## config.mk

```make
export PLATFORM = sky130hd
export DESIGN_NAME = omn_network
export DESIGN_NICKNAME = d
export VERILOG_FILES = /design/src/rtl/omn_pkg.sv /design/src/rtl/omn_switch.sv /design/src/rtl/omn_stage.sv /design/src/rtl/omn_network.sv
export SDC_FILE = /design/constraint.sdc
export NUM_CORES = 1
export LEC_CHECK = 0
export ABC_AREA = 1
export BUFFER_PORTS_ARGS = -buffer_cell sky130_fd_sc_hd__clkbuf_2
export CAP_MARGIN = 10
export CORE_ASPECT_RATIO = 0.5
export CORE_MARGIN = 2
export CORE_UTILIZATION = 40
export DETAILED_ROUTE_END_ITERATION = 10
export GPL_ROUTABILITY_DRIVEN = 0
export SETUP_SLACK_MARGIN = 0.15
export SLEW_MARGIN = 5
export SYNTH_ARGS = -nofsm -noshare
export SYNTH_HDL_FRONTEND = slang
export SYNTH_SLANG_ARGS = --single-unit
```

## constraint.sdc

```tcl
create_clock -name clk -period 1.53 [get_ports clk]
set_input_delay 0.3825 -clock clk [delete_from_list [all_inputs] [get_ports clk]]
set_output_delay 0.3825 -clock clk [all_outputs]
set_load 0.02 [all_outputs]
```

## src/rtl/omn_pkg.sv

```systemverilog
package omn_pkg;

    // Which switch output a message selects from its routing bit.
    typedef enum logic {
        PORT_UP = 1'b0,
        PORT_DN = 1'b1
    } omn_port_e;

    // Inverse of the perfect shuffle: the line that feeds shuffled line p.
    function automatic int unsigned omn_unshuffle(int unsigned p, int unsigned w);
        int unsigned mask;
        mask = (32'd1 << w) - 32'd1;
        return ((p >> 1) | ((p & 32'd1) << (w - 32'd1))) & mask;
    endfunction

endpackage

```

## src/rtl/omn_switch.sv

```systemverilog
module omn_switch #(
    parameter int AW  = 3,
    parameter int DW  = 8,
    parameter int BIT = 2,
    localparam int LW = 1 + 2 * AW + DW
) (
    input  logic [LW-1:0] up_i,
    input  logic [LW-1:0] dn_i,
    output logic [LW-1:0] up_o,
    output logic [LW-1:0] dn_o,
    output logic          drop_o,
    output logic [AW-1:0] drop_src_o
);
    import omn_pkg::*;

    typedef struct packed {
        logic          vld;
        logic [AW-1:0] dst;
        logic [AW-1:0] src;
        logic [DW-1:0] dat;
    } lane_t;

    lane_t a, b, ya, yb;
    logic  a_dn, b_dn;

    always_comb begin
        a    = lane_t'(up_i);
        b    = lane_t'(dn_i);
        a_dn = (a.dst[BIT] == PORT_DN);
        b_dn = (b.dst[BIT] == PORT_DN);
        ya   = '0;
        yb   = '0;
        // upper input has fixed priority on either output
        if (a.vld && !a_dn)      ya = a;
        else if (b.vld && !b_dn) ya = b;
        if (a.vld && a_dn)       yb = a;
        else if (b.vld && b_dn)  yb = b;
        drop_o     = a.vld && b.vld && (a_dn == b_dn);
        drop_src_o = b.src;
        up_o       = ya;
        dn_o       = yb;
    end

endmodule

```

## src/rtl/omn_stage.sv

```systemverilog
module omn_stage #(
    parameter int N   = 8,
    parameter int AW  = 3,
    parameter int DW  = 8,
    parameter int STG = 0,
    localparam int LW   = 1 + 2 * AW + DW,
    localparam int HALF = N / 2,
    localparam int BIT  = AW - 1 - STG
) (
    input  logic            clk,
    input  logic            rst,
    input  logic [N*LW-1:0] lanes_i,
    input  logic [N-1:0]    blk_i,
    output logic [N*LW-1:0] lanes_o,
    output logic [N-1:0]    blk_o
);
    typedef struct packed {
        logic [N*LW-1:0] lanes;
        logic [N-1:0]    blk;
    } stage_t;

    stage_t st_d, st_q;

    logic [N*LW-1:0]          sw_out;
    logic [HALF-1:0]          drop;
    logic [HALF-1:0][AW-1:0]  drop_src;

    for (genvar j = 0; j < HALF; j++) begin : g_sw
        localparam int UP_SRC = int'(omn_pkg::omn_unshuffle(2 * j, AW));
        localparam int DN_SRC = int'(omn_pkg::omn_unshuffle(2 * j + 1, AW));
        omn_switch #(.AW(AW), .DW(DW), .BIT(BIT)) u_sw (
            .up_i       (lanes_i[UP_SRC*LW +: LW]),
            .dn_i       (lanes_i[DN_SRC*LW +: LW]),
            .up_o       (sw_out[(2*j)*LW +: LW]),
            .dn_o       (sw_out[(2*j+1)*LW +: LW]),
            .drop_o     (drop[j]),
            .drop_src_o (drop_src[j])
        );
    end

    always_comb begin
        st_d.lanes = sw_out;
        st_d.blk   = blk_i;
        for (int j = 0; j < HALF; j++) begin
            if (drop[j]) st_d.blk[drop_src[j]] = 1'b1;
        end
    end

    always_ff @(posedge clk) begin
        if (rst) st_q <= '0;
        else     st_q <= st_d;
    end

    assign lanes_o = st_q.lanes;
    assign blk_o   = st_q.blk;

endmodule

```

## src/rtl/omn_network.sv

```systemverilog
module omn_network #(
    parameter int N  = 8,
    parameter int DW = 8,
    localparam int AW = $clog2(N)
) (
    input  logic            clk,
    input  logic            rst,
    input  logic [N-1:0]    in_valid,
    input  logic [N*AW-1:0] in_dest,
    input  logic [N*DW-1:0] in_data,
    output logic [N-1:0]    out_valid,
    output logic [N*DW-1:0] out_data,
    output logic [N-1:0]    src_blocked
);
    localparam int LW = 1 + 2 * AW + DW;

    typedef struct packed {
        logic          vld;
        logic [AW-1:0] dst;
        logic [AW-1:0] src;
        logic [DW-1:0] dat;
    } lane_t;

    logic [N*LW-1:0] lane_bus [AW+1];
    logic [N-1:0]    blk_bus  [AW+1];

    always_comb begin
        lane_t t;
        for (int s = 0; s < N; s++) begin
            t.vld = in_valid[s];
            t.dst = in_dest[s*AW +: AW];
            t.src = AW'(s);
            t.dat = in_data[s*DW +: DW];
            lane_bus[0][s*LW +: LW] = t;
        end
        blk_bus[0] = '0;
    end

    for (genvar i = 0; i < AW; i++) begin : g_stg
        omn_stage #(.N(N), .AW(AW), .DW(DW), .STG(i)) u_stage (
            .clk     (clk),
            .rst     (rst),
            .lanes_i (lane_bus[i]),
            .blk_i   (blk_bus[i]),
            .lanes_o (lane_bus[i+1]),
            .blk_o   (blk_bus[i+1])
        );
    end

    always_comb begin
        lane_t t;
        for (int k = 0; k < N; k++) begin
            t                    = lane_t'(lane_bus[AW][k*LW +: LW]);
            out_valid[k]         = t.vld;
            out_data[k*DW +: DW] = t.vld ? t.dat : '0;
        end
        src_blocked = blk_bus[AW];
    end

endmodule

```

-- After elaboration in Yosys (flattened, before gate mapping)
Index checks and enable logic that the tools add are counted.
- input port bits: 98
- bits in registers: 384
- output and inout bits: 80
- magnitude comparators: 16
- multiplexer cells: 84
- reduce and logical (&&, ||, !) cells: 112
- bitwise gates (word level): 8
- equality and inequality tests: 12
- operators with widths (cell ; count):
    15-bit 2-to-1 mux ; 48
    8-bit 2-to-1 mux ; 17
    1-bit logical AND ; 80
    8-bit bitwise OR ; 8
    3-bit by 4-bit < comparator with 1-bit output, second input constant ; 8
    1-bit demux with 3-bit select ; 8
    3-bit by 1-bit greater-or-equal comparator with 1-bit output, second input constant ; 8
    1-bit zero test ; 24
    2-bit OR reduction ; 8
    1-bit == test ; 12
    1-bit 2-to-1 mux ; 8
    7-bit 2-to-1 mux ; 1
    6-bit 2-to-1 mux ; 1
    5-bit 2-to-1 mux ; 1

-- Logic depth before layout (Yosys ltp)
Gate-level depths: netlist of the first run.
- depth in word-level cells: 12
- depth in mapped cells: 8

-- Cells and area by module
Synthesis of the first run repeated with hierarchy kept, for this count alone.
- cells, all modules: 2855
- area total of the unflattened synthesis: 19224.7 um2
- by module, submodules not included (module ; instances ; area an instance (um2) ; cells an instance):
    omn_stage (g_stg[0].u_stage) ; 1 ; 4449.3 ; 491
    omn_switch (g_stg[1].u_stage.g_sw[0].u_sw ...) ; 8 ; 519.2 ; 105
    omn_stage (g_stg[2].u_stage) ; 1 ; 4091.4 ; 485
    omn_stage (g_stg[1].u_stage) ; 1 ; 3990.1 ; 481
    omn_switch (g_stg[0].u_stage.g_sw[0].u_sw ...) ; 4 ; 503.0 ; 105
    omn_network ; 1 ; 528.0 ; 138

-- Least setup slack after synthesis of the first run
No wires, ideal clock.
- path kind: reg2out
- start: reg g_stg[2].u_stage.st_q (netlist bit g_stg[2].u_stage.lanes_o[14])
- end: out out_data[0]
- cell stages (with the launch flop): 4
- data required time: 1.147 ns
- data arrival time: 0.734 ns
- slack: 0.413 ns
- cell sequence: dfxtp_1 clkbuf_1 nand2_1 inv_1
- word-level cells in the longest chain between the ends: 1
- ends and longest elaborated chain (what ; line ; source):
    start: declaration ; omn_stage.sv:22 ; stage_t st_d, st_q;
    start signal: assignment ; omn_stage.sv:51 ; else st_q <= st_d;
    8-bit 2-to-1 mux ; omn_network.sv:55 ; out_data[k*DW +: DW] = t.vld ? t.dat : '0;
    end: declaration ; omn_network.sv:12 ; output logic [N*DW-1:0] out_data,
No other way between the ends.

-- Worst setup path after layout of the first run
- start: reg g_stg[2].u_stage.st_q (netlist bit g_stg[2].u_stage.lanes_o[89])
- end: out out_data[43]
The elaborated chain is that of the path after synthesis.

==> key figures, run 1 <==
Logic synthesis
  • Syn avg cell area: roughly 8 sq um
  • Instance count of the mapped netlist: 1,400
  • Post-synth EDFFs: 0
  • Post-synthesis sequential area ratio: between 50% and 60%
  • Most used flip-flop cell after synthesis: sky130_fd_sc_hd__dfxtp_1
  • Async set-or-reset flop fraction in the synthesized netlist: 0%
  • Post-Syn Nets: about 1,500
  • Number of distinct library cells after synthesis: 37
  • Yosys warnings: 0
  • Synthesized area: between 10,000 and 15,000 sq um
  • Flip-flop and latch count after synthesis: ~280

Routing
  • DRT antenna net count: 0
  • First drt pass iteration count: 7
  • Total Routed Length: 32.0 mm
  • Iteration-0 DRC count of the detailed router: between 900 and 1,000
  • Post-detailed-route wirelength per cell: around 16 um
  • Vias per cell: around 5
  • DR DRC count: 0
  • Overall via count from detail_route: between 9,000 and 10,000

Setup path
  • Critical path type: reg -> out
  • Critical path data required time: ~1200 ps
  • Type of destination of the critical path: output port
  • Slowest stage delay, CP: 390 ps
  • Type of element launching the critical path: flip-flop
  • Worst path arrival time: 1230 ps
  • Library cell contributing the largest single delay on the critical path: sky130_fd_sc_hd__dfxtp_4
  • Cell Chain, Critical Path: nand2_1 -> inv_1 -> clkbuf_8
  • Startpoint of the worst setup timing path: g_stg[2].u_stage.lanes_o[89]$_SDFF_PP0_
  • Biggest fanout along the worst timing path: 9
  • Reg-to-reg critical path startpoint: g_stg[1].u_stage.lanes_o[71]$_SDFF_PP0_

Power
  • Maximum vdd drop: roughly 0.00074 V
  • Pleak: 6.62 nW
  • Post-layout total power: about 0.015 W
  • PD cells: 1080 nW/um^2

Placement
  • Detail Placement HPWL: 24.0 mm
  • Number of buffers inserted by port buffering: roughly 180

Final layout
  • Area Growth Syn to Fin: 26.7%
  • Share of layout cells above drive strength 1: between 20% and 30%
  • Fill count: between 2,000 and 3,000
  • Antenna diode count: 0
  • Layout Nets: ~1,700
  • Area taken by flip-flops and latches: between 5000 and 6000 sq um
  • Area taken by multi-input logic gates: 4290 sq um

Clock tree
  • Clock slew at reported path FFs: roughly 70 ps
  • Worst skew pair latency: 540 ps
  • CTS Buf Count: 26
  • CTS Root Cell: sky130_fd_sc_hd__clkbuf_16
  • Clock tree from TritonCTS: built
  • Clock sink total: between 200 and 300
  • Htree depth: 1
  • Largest buffer count on any clock path: 3
  • CTS Hold Bufs: 0

Die
  • Initial cell density of the core: roughly 41%
  • Number of standard-cell rows in the floorplan: 43
  • Horizontal die dimension: roughly 240 um
  • Floorplan die height: ~120 um
  • Number of top-level pins: between 150 and 200
  • Area of the placeable core: roughly 28,000 sq um
  • Area of the die: a little under 30,000 sq um

Timing
  • FMAX: a little over 600 MHz
  • RSZ-0062 raised after global routing: yes
  • Final period utilization: 105%
  • Setup total negative slack: -2220 ps
  • Worst Clk Skew: between 10 and 15 ps
  • Final WS setup: -79.5 ps
  • Final hold violation count: 0
  • Worst slew margin: 64.7%
  • Max Transition Viols Final: 0
  • Final period demand of the worst path: between 1500 and 2000 ps
  • Worst-Margin Slew: 528 ps
  • Number of failing setup endpoints in the final timing report: between 60 and 70

Global route
  • Initial antenna violation count: 0
  • Number of global-route vias before repair: 9,232
  • Total grt overflow: 0
  • Wire length of the first global-routing pass: approximately 49 mm
  • Maximum number of pins on one net before global-route repair: 48
  • GRT Resource Usage Total: 21.0%

Status
  • Violations in the final reports: setup timing
  • Result of the run: finished, violations left

Hold path
  • Origin of the worst min-delay path: in_data[32]
  • Classification of the worst-slack hold path: in -> reg

Run
  • Count of maximum capacitance violations: 0
## critical path, delay by kind of cell (launching register included)
kind | cells | cell delay, ps
AND/OR/NAND/NOR | 1 | 70
buffers and inverters | 2 | 220
flip-flops | 1 | 390
## cell usage after synthesis, types with 3 or more instances
cell	number	share of area, %
sky130_fd_sc_hd__o21ai_0	56	2.5
sky130_fd_sc_hd__clkbuf_1	11	0.37
sky130_fd_sc_hd__o21ai_2	3	0.23
sky130_fd_sc_hd__o22ai_1	11	0.61
sky130_fd_sc_hd__nand2_2	18	1.0
sky130_fd_sc_hd__nor2_2	4	0.22
sky130_fd_sc_hd__a211oi_2	36	4.0
sky130_fd_sc_hd__nor2_4	3	0.30
sky130_fd_sc_hd__inv_2	5	0.17
sky130_fd_sc_hd__nand4_1	32	1.8
sky130_fd_sc_hd__nor2_1	223	7.4
sky130_fd_sc_hd__buf_4	22	1.5
sky130_fd_sc_hd__a21oi_1	24	1.1
sky130_fd_sc_hd__buf_2	30	1.3
sky130_fd_sc_hd__buf_6	7	0.70
sky130_fd_sc_hd__a211oi_1	108	7.2
sky130_fd_sc_hd__dfxtp_1	284	50
sky130_fd_sc_hd__o21ai_1	10	0.44
sky130_fd_sc_hd__xor2_1	4	0.31
sky130_fd_sc_hd__nand3_1	65	2.9
sky130_fd_sc_hd__o21a_1	4	0.27
sky130_fd_sc_hd__nor4_1	4	0.22
sky130_fd_sc_hd__nand2_1	163	5.4
sky130_fd_sc_hd__inv_1	252	8.4
sky130_fd_sc_hd__a22oi_1	8	0.53
## area by class of cell
cell class	count	share of cell area (%)
clock buffers	35	5.28
clock inverters	12	0.857
inverters	258	6.77
multi-input cells	786	30.0
flip-flops and latches	284	40.0
well taps	382	3.34
repair buffers	217	13.8
## cell usage in the layout, fill, tap and decap left out, types with 7 or more instances in the layout
cell type                   count
sky130_fd_sc_hd__a21oi_1       24
sky130_fd_sc_hd__nand4_1       32
sky130_fd_sc_hd__o21ai_1       10
sky130_fd_sc_hd__clkbuf_2      97
sky130_fd_sc_hd__clkbuf_16     27
sky130_fd_sc_hd__a22oi_1        8
sky130_fd_sc_hd__a211oi_2      41
sky130_fd_sc_hd__clkbuf_8      68
sky130_fd_sc_hd__nand2_2       16
sky130_fd_sc_hd__inv_2         31
sky130_fd_sc_hd__nand2_1      161
sky130_fd_sc_hd__buf_4         32
sky130_fd_sc_hd__a211oi_1     102
sky130_fd_sc_hd__nand3_1       64
sky130_fd_sc_hd__dfxtp_2        9
sky130_fd_sc_hd__dfxtp_4        8
sky130_fd_sc_hd__inv_1        226
sky130_fd_sc_hd__o22ai_1       11
sky130_fd_sc_hd__o21ai_0       56
sky130_fd_sc_hd__buf_12         7
sky130_fd_sc_hd__dfxtp_1      267
sky130_fd_sc_hd__nor2_1       222
sky130_fd_sc_hd__buf_8         13
## where the power goes
| part | internal (W) | leakage, nW | total [W] | switching (W) |
|---|---|---|---|---|
| logic | 0.000394 | 3.88 | 0.00110 | 0.000709 |
| registers | 0.00760 | 2.32 | 0.00776 | 0.000162 |
| clock network | 0.00381 | 0.421 | 0.00662 | 0.00281 |
| total | 0.0118 | 6.62 | 0.0155 | 0.00368 |
## timing repair
item	in CTS	in global routing
setup endpoints to repair	89	127
pin swaps	4	0
resized for setup	179	55
setup buffers	1	2
## sequential cells by signal, summed over array words and instances (netlist names)
signal / flops
g_stg.u_stage.blk_o: 20
g_stg.u_stage.lanes_o: 264
## routing by layer
layer,GRT usage [%],part of all wire [%]
met1,29.7,48
met2,33.9,44
met3,3.37,5.9
met4,4.90,1.9
met5,0,0
## path summary, 6_finish.rpt
path / end / slack (ps) / cells after the start
worst max register to register: g_stg[2].u_stage.blk_o[2]$_SDFF_PP0_ / 210 / 8
worst min-delay path: g_stg[0].u_stage.lanes_o[15]$_SDFF_PP0_ / 90 / 3
worst max-delay path: out_data[43] / -80 / 3
worst min register to register: g_stg[1].u_stage.blk_o[5]$_SDFF_PP0_ / 400 / 2
## logic make-up (layout without fill, tap and decap cells)
kind of cell	Yosys count	after routing	share of synthesized area, %
compound gates	262	262	17.0
xor+xnor	4	4	0.310
buf+inv	330	522	12.5
flops	284	284	50.3
other cells	1	1	0.0332
simple gates	519	519	19.9
## stage by stage
stage / cells / hold slack (ps) / utilization [%] / worst slack, ps / cell area (sq um)
after floorplan: 1400 / 388 / - / 413 / 11300
after global placement: 1924 / 393 / 45.3 / -35.9 / 12600
after detailed placement: 1924 / 396 / 45.3 / -18.1 / 12600
after CTS: 1972 / 73.6 / 51.1 / -110 / 14200
after global routing: 1974 / 87.1 / 51.6 / -152 / 14300
final: 1974 / 91.7 / 51.6 / -79.5 / 14300
Note: power is estimated with default switching activity, not from simulation.
==> inputs of run 2 (changes only) <==
--- a/config.mk
+++ b/config.mk
@@ -12,7 +12,6 @@
 export CORE_MARGIN = 2
 export CORE_UTILIZATION = 40
 export DETAILED_ROUTE_END_ITERATION = 10
-export GPL_ROUTABILITY_DRIVEN = 0
 export SETUP_SLACK_MARGIN = 0.15
 export SLEW_MARGIN = 5
 export SYNTH_ARGS = -nofsm -noshare
==> constraint.sdc (replaced) <==
create_clock -name clk -period 1.9 [get_ports clk]
set_input_delay 0.475 -clock clk [delete_from_list [all_inputs] [get_ports clk]]
set_output_delay 0.475 -clock clk [all_outputs]
set_load 0.02 [all_outputs]
==> key figures, run 2 (synthesized netlist as in run 1, its figures left out) <==
Placement
  • Setup slack at placement: 248 ps (+266 ps)
  • Final GP Congestion: ~0.92
  • Detail Placement HPWL: 24.3 mm (+1.4%)
  • Number of buffers inserted by port buffering: 177 (unchanged)
  • Post-DP Area: 12,400 sq um (-1.5%)
  • Cell count after placement: 1,905 (-0.99%)

Routing
  • Overall via count from detail_route: 9,452 (-2.4%)
  • DR DRC count: 0 (unchanged)
  • DRT antenna net count: 0 (unchanged)
  • Vias per cell: 4.84 (-1.2%)
  • First drt pass iteration count: 6 (-1)
  • Post-detailed-route wirelength per cell: 16.1 um (-0.49%)
  • Total Routed Length: 31.4 mm (-1.6%)
  • Iteration-0 DRC count of the detailed router: 1,051 (+12%)

Timing
  • Worst Clk Skew: 7.95 ps (-3.81 ps)
  • Number of failing setup endpoints in the final timing report: 0 (-100%)
  • Worst-Margin Slew: 682 ps (+155 ps)
  • Final period demand of the worst path: 1690 ps
  • FMAX: slightly below 600 MHz
  • Max Transition Viols Final: 0 (unchanged)
  • Final period utilization: 89.1%
  • Final hold violation count: 0 (unchanged)
  • RSZ-0062 raised after global routing: yes
  • Final WS setup: 207 ps (+287 ps)
  • Setup total negative slack: 0 ps (+2220 ps)
  • Worst slew margin: 54.5% (-10 points)

Setup path
  • Cell Chain, Critical Path: nand2_1 -> inv_1 -> clkbuf_2
  • Critical path type: reg -> out
  • Critical path data required time: 1420 ps (+270 ps)
  • Biggest fanout along the worst timing path: 9 (unchanged)
  • Type of destination of the critical path: output port
  • WP buf/inv: 2 (unchanged)
  • Slowest stage delay, CP: 390 ps (about the same)
  • Worst path arrival time: 1220 ps (about the same)
  • Type of element launching the critical path: flip-flop
  • Library cell contributing the largest single delay on the critical path: sky130_fd_sc_hd__dfxtp_4
  • Setup slack of the most critical reg-to-reg path: 390 ps (+180 ps)
  • Dominant delay contributor by cell family on the critical path: flip-flops

Power
  • Pleak: 6.38 nW (-3.6%)
  • Power share of the sequential group: 49.5% (-0.6 points)
  • PD cells: 947 nW/um^2 (-12%)
  • Net switching share of the total power: 23.1% (-0.71 points)
  • Clock network fraction of design power: 44.0% (+1.3 points)
  • Maximum vdd drop: 0.000563 V (-23%)
  • Combinational power share: 6.5% (-0.6 points)
  • Power Internal: 0.00971 W (-18%)
  • P_sw: 0.00291 W (-21%)

Die
  • Area of the die: 29,700 sq um (unchanged)
  • Initial cell density of the core: 40.7% (unchanged)
  • Horizontal die dimension: 242 um (unchanged)
  • Area of the placeable core: 27,800 sq um (unchanged)
  • Number of top-level pins: 178 (unchanged)
  • Floorplan die height: 123 um (unchanged)
  • Number of standard-cell rows in the floorplan: 43 (unchanged)

Global route
  • GRT Resource Usage Total: 20.9% (-0.14 points)
  • Initial antenna violation count: 0 (unchanged)
  • Wire length of the first global-routing pass: 48.1 mm (-1.6%)
  • Total grt overflow: 0 (unchanged)
  • Number of global-route vias before repair: 8,657 (-6.2%)
  • Maximum number of pins on one net before global-route repair: 48 (unchanged)

Final layout
  • Commonest cells after routing, fill and taps aside: sky130_fd_sc_hd__dfxtp_1 (276), sky130_fd_sc_hd__inv_1 (252), sky130_fd_sc_hd__nor2_1 (223)
  • Max reg flops: 264 (unchanged)
  • Area Growth Syn to Fin: 18.0%
  • Antenna diode count: 0 (unchanged)
  • Share of layout cells above drive strength 1: 20.3% (-4.0 points)
  • Layout Nets: 1,649 (-1.3%)
  • Most common cell after layout, fill and taps aside: sky130_fd_sc_hd__dfxtp_1
  • Fill count: 2,726 (+4.9%)
  • Finished Cell Area: 13,300 sq um (-6.8%)
  • Filler-free cell count of the finished design: 1,951 (-1.2%)

Clock tree
  • Clock sink total: 284 (unchanged)
  • CTS Root Cell: sky130_fd_sc_hd__clkbuf_16
  • Htree depth: 1 (unchanged)
  • Clock tree from TritonCTS: built
  • Largest buffer count on any clock path: 3 (unchanged)
  • Clock slew at reported path FFs: 60 ps (about the same)
  • Worst skew pair latency: 540 ps (about the same)
  • Setup fix buffers added after clock tree synthesis: 0 (-1)
  • CTS Buf Count: 26 (unchanged)

Hold path
  • Classification of the worst-slack hold path: in -> reg

Run
  • Count of maximum capacitance violations: 0 (unchanged)

Status
  • Result of the run: finished, final reports clean
-- run 2: final timing paths --
path | from | to | cells past startpoint
min | in_data[45] | g_stg[0].u_stage.lanes_o[50]$_SDFF_PP0_ | 2
max | g_stg[2].u_stage.lanes_o[44]$_SDFF_PP0_ | out_data[22] | 3
min reg2reg | g_stg[0].u_stage.blk_o[5]$_SDFF_PP0_ | g_stg[1].u_stage.blk_o[5]$_SDFF_PP0_ | 2
max reg2reg | g_stg[1].u_stage.lanes_o[56]$_SDFF_PP0_ | g_stg[2].u_stage.lanes_o[91]$_SDFF_PP0_ | 5
-- run 2: area by class of cell --
cell class              count  area (sq um)  area share, %
clock buffers              36           759           5.70
clock inverters            10           153           1.14
inverters                 258           968           7.26
multi-input cells         786          4200           31.5
flip-flops and latches    284          5720           42.9
well taps                 382           478           3.58
repair buffers            195          1060           7.96
-- run 2: repair_timing --
action,4_1_cts,5_1_grt
gates resized for setup,9,12
endpoints found under the setup margin,65,52
hold buffers,0,0
-- run 2: metrics by stage --
stage	total power, W	util, %	hold slack, ps
6_report	0.0126	48.0	195
5_1_grt	0.0131	48.0	191
4_1_cts	0.0127	48.0	167
3_5_place_dp	0.00720	44.6	394
3_3_place_gp	0.00719	44.6	395
2_1_floorplan	0.00687	-	388
-- run 2: routing by layer --
metal  wire length, um  global-route usage, %
met1             15800                   30.9
met3              1920                   4.24
met2             13100                   31.1
met4               619                   4.86
met5                 0                      0
-- run 2: worst reg2reg max path: stages, from the launching register on --
cell,delay (ps)
sky130_fd_sc_hd__dfxtp_1,330
sky130_fd_sc_hd__inv_1,90
sky130_fd_sc_hd__nand2_1,290
sky130_fd_sc_hd__o21ai_0,210
sky130_fd_sc_hd__nand2_2,160
sky130_fd_sc_hd__a211oi_1,310
-- run 2: power by group through the flow --
stage	clock network (W)	registers (W)	logic, W
floorplan	0	0.00632	0.000544
global placement	0	0.00639	0.000801
detailed placement	0	0.00639	0.000806
CTS	0.00566	0.00626	0.000812
global route	0.00591	0.00627	0.000906
finish	0.00555	0.00625	0.000819
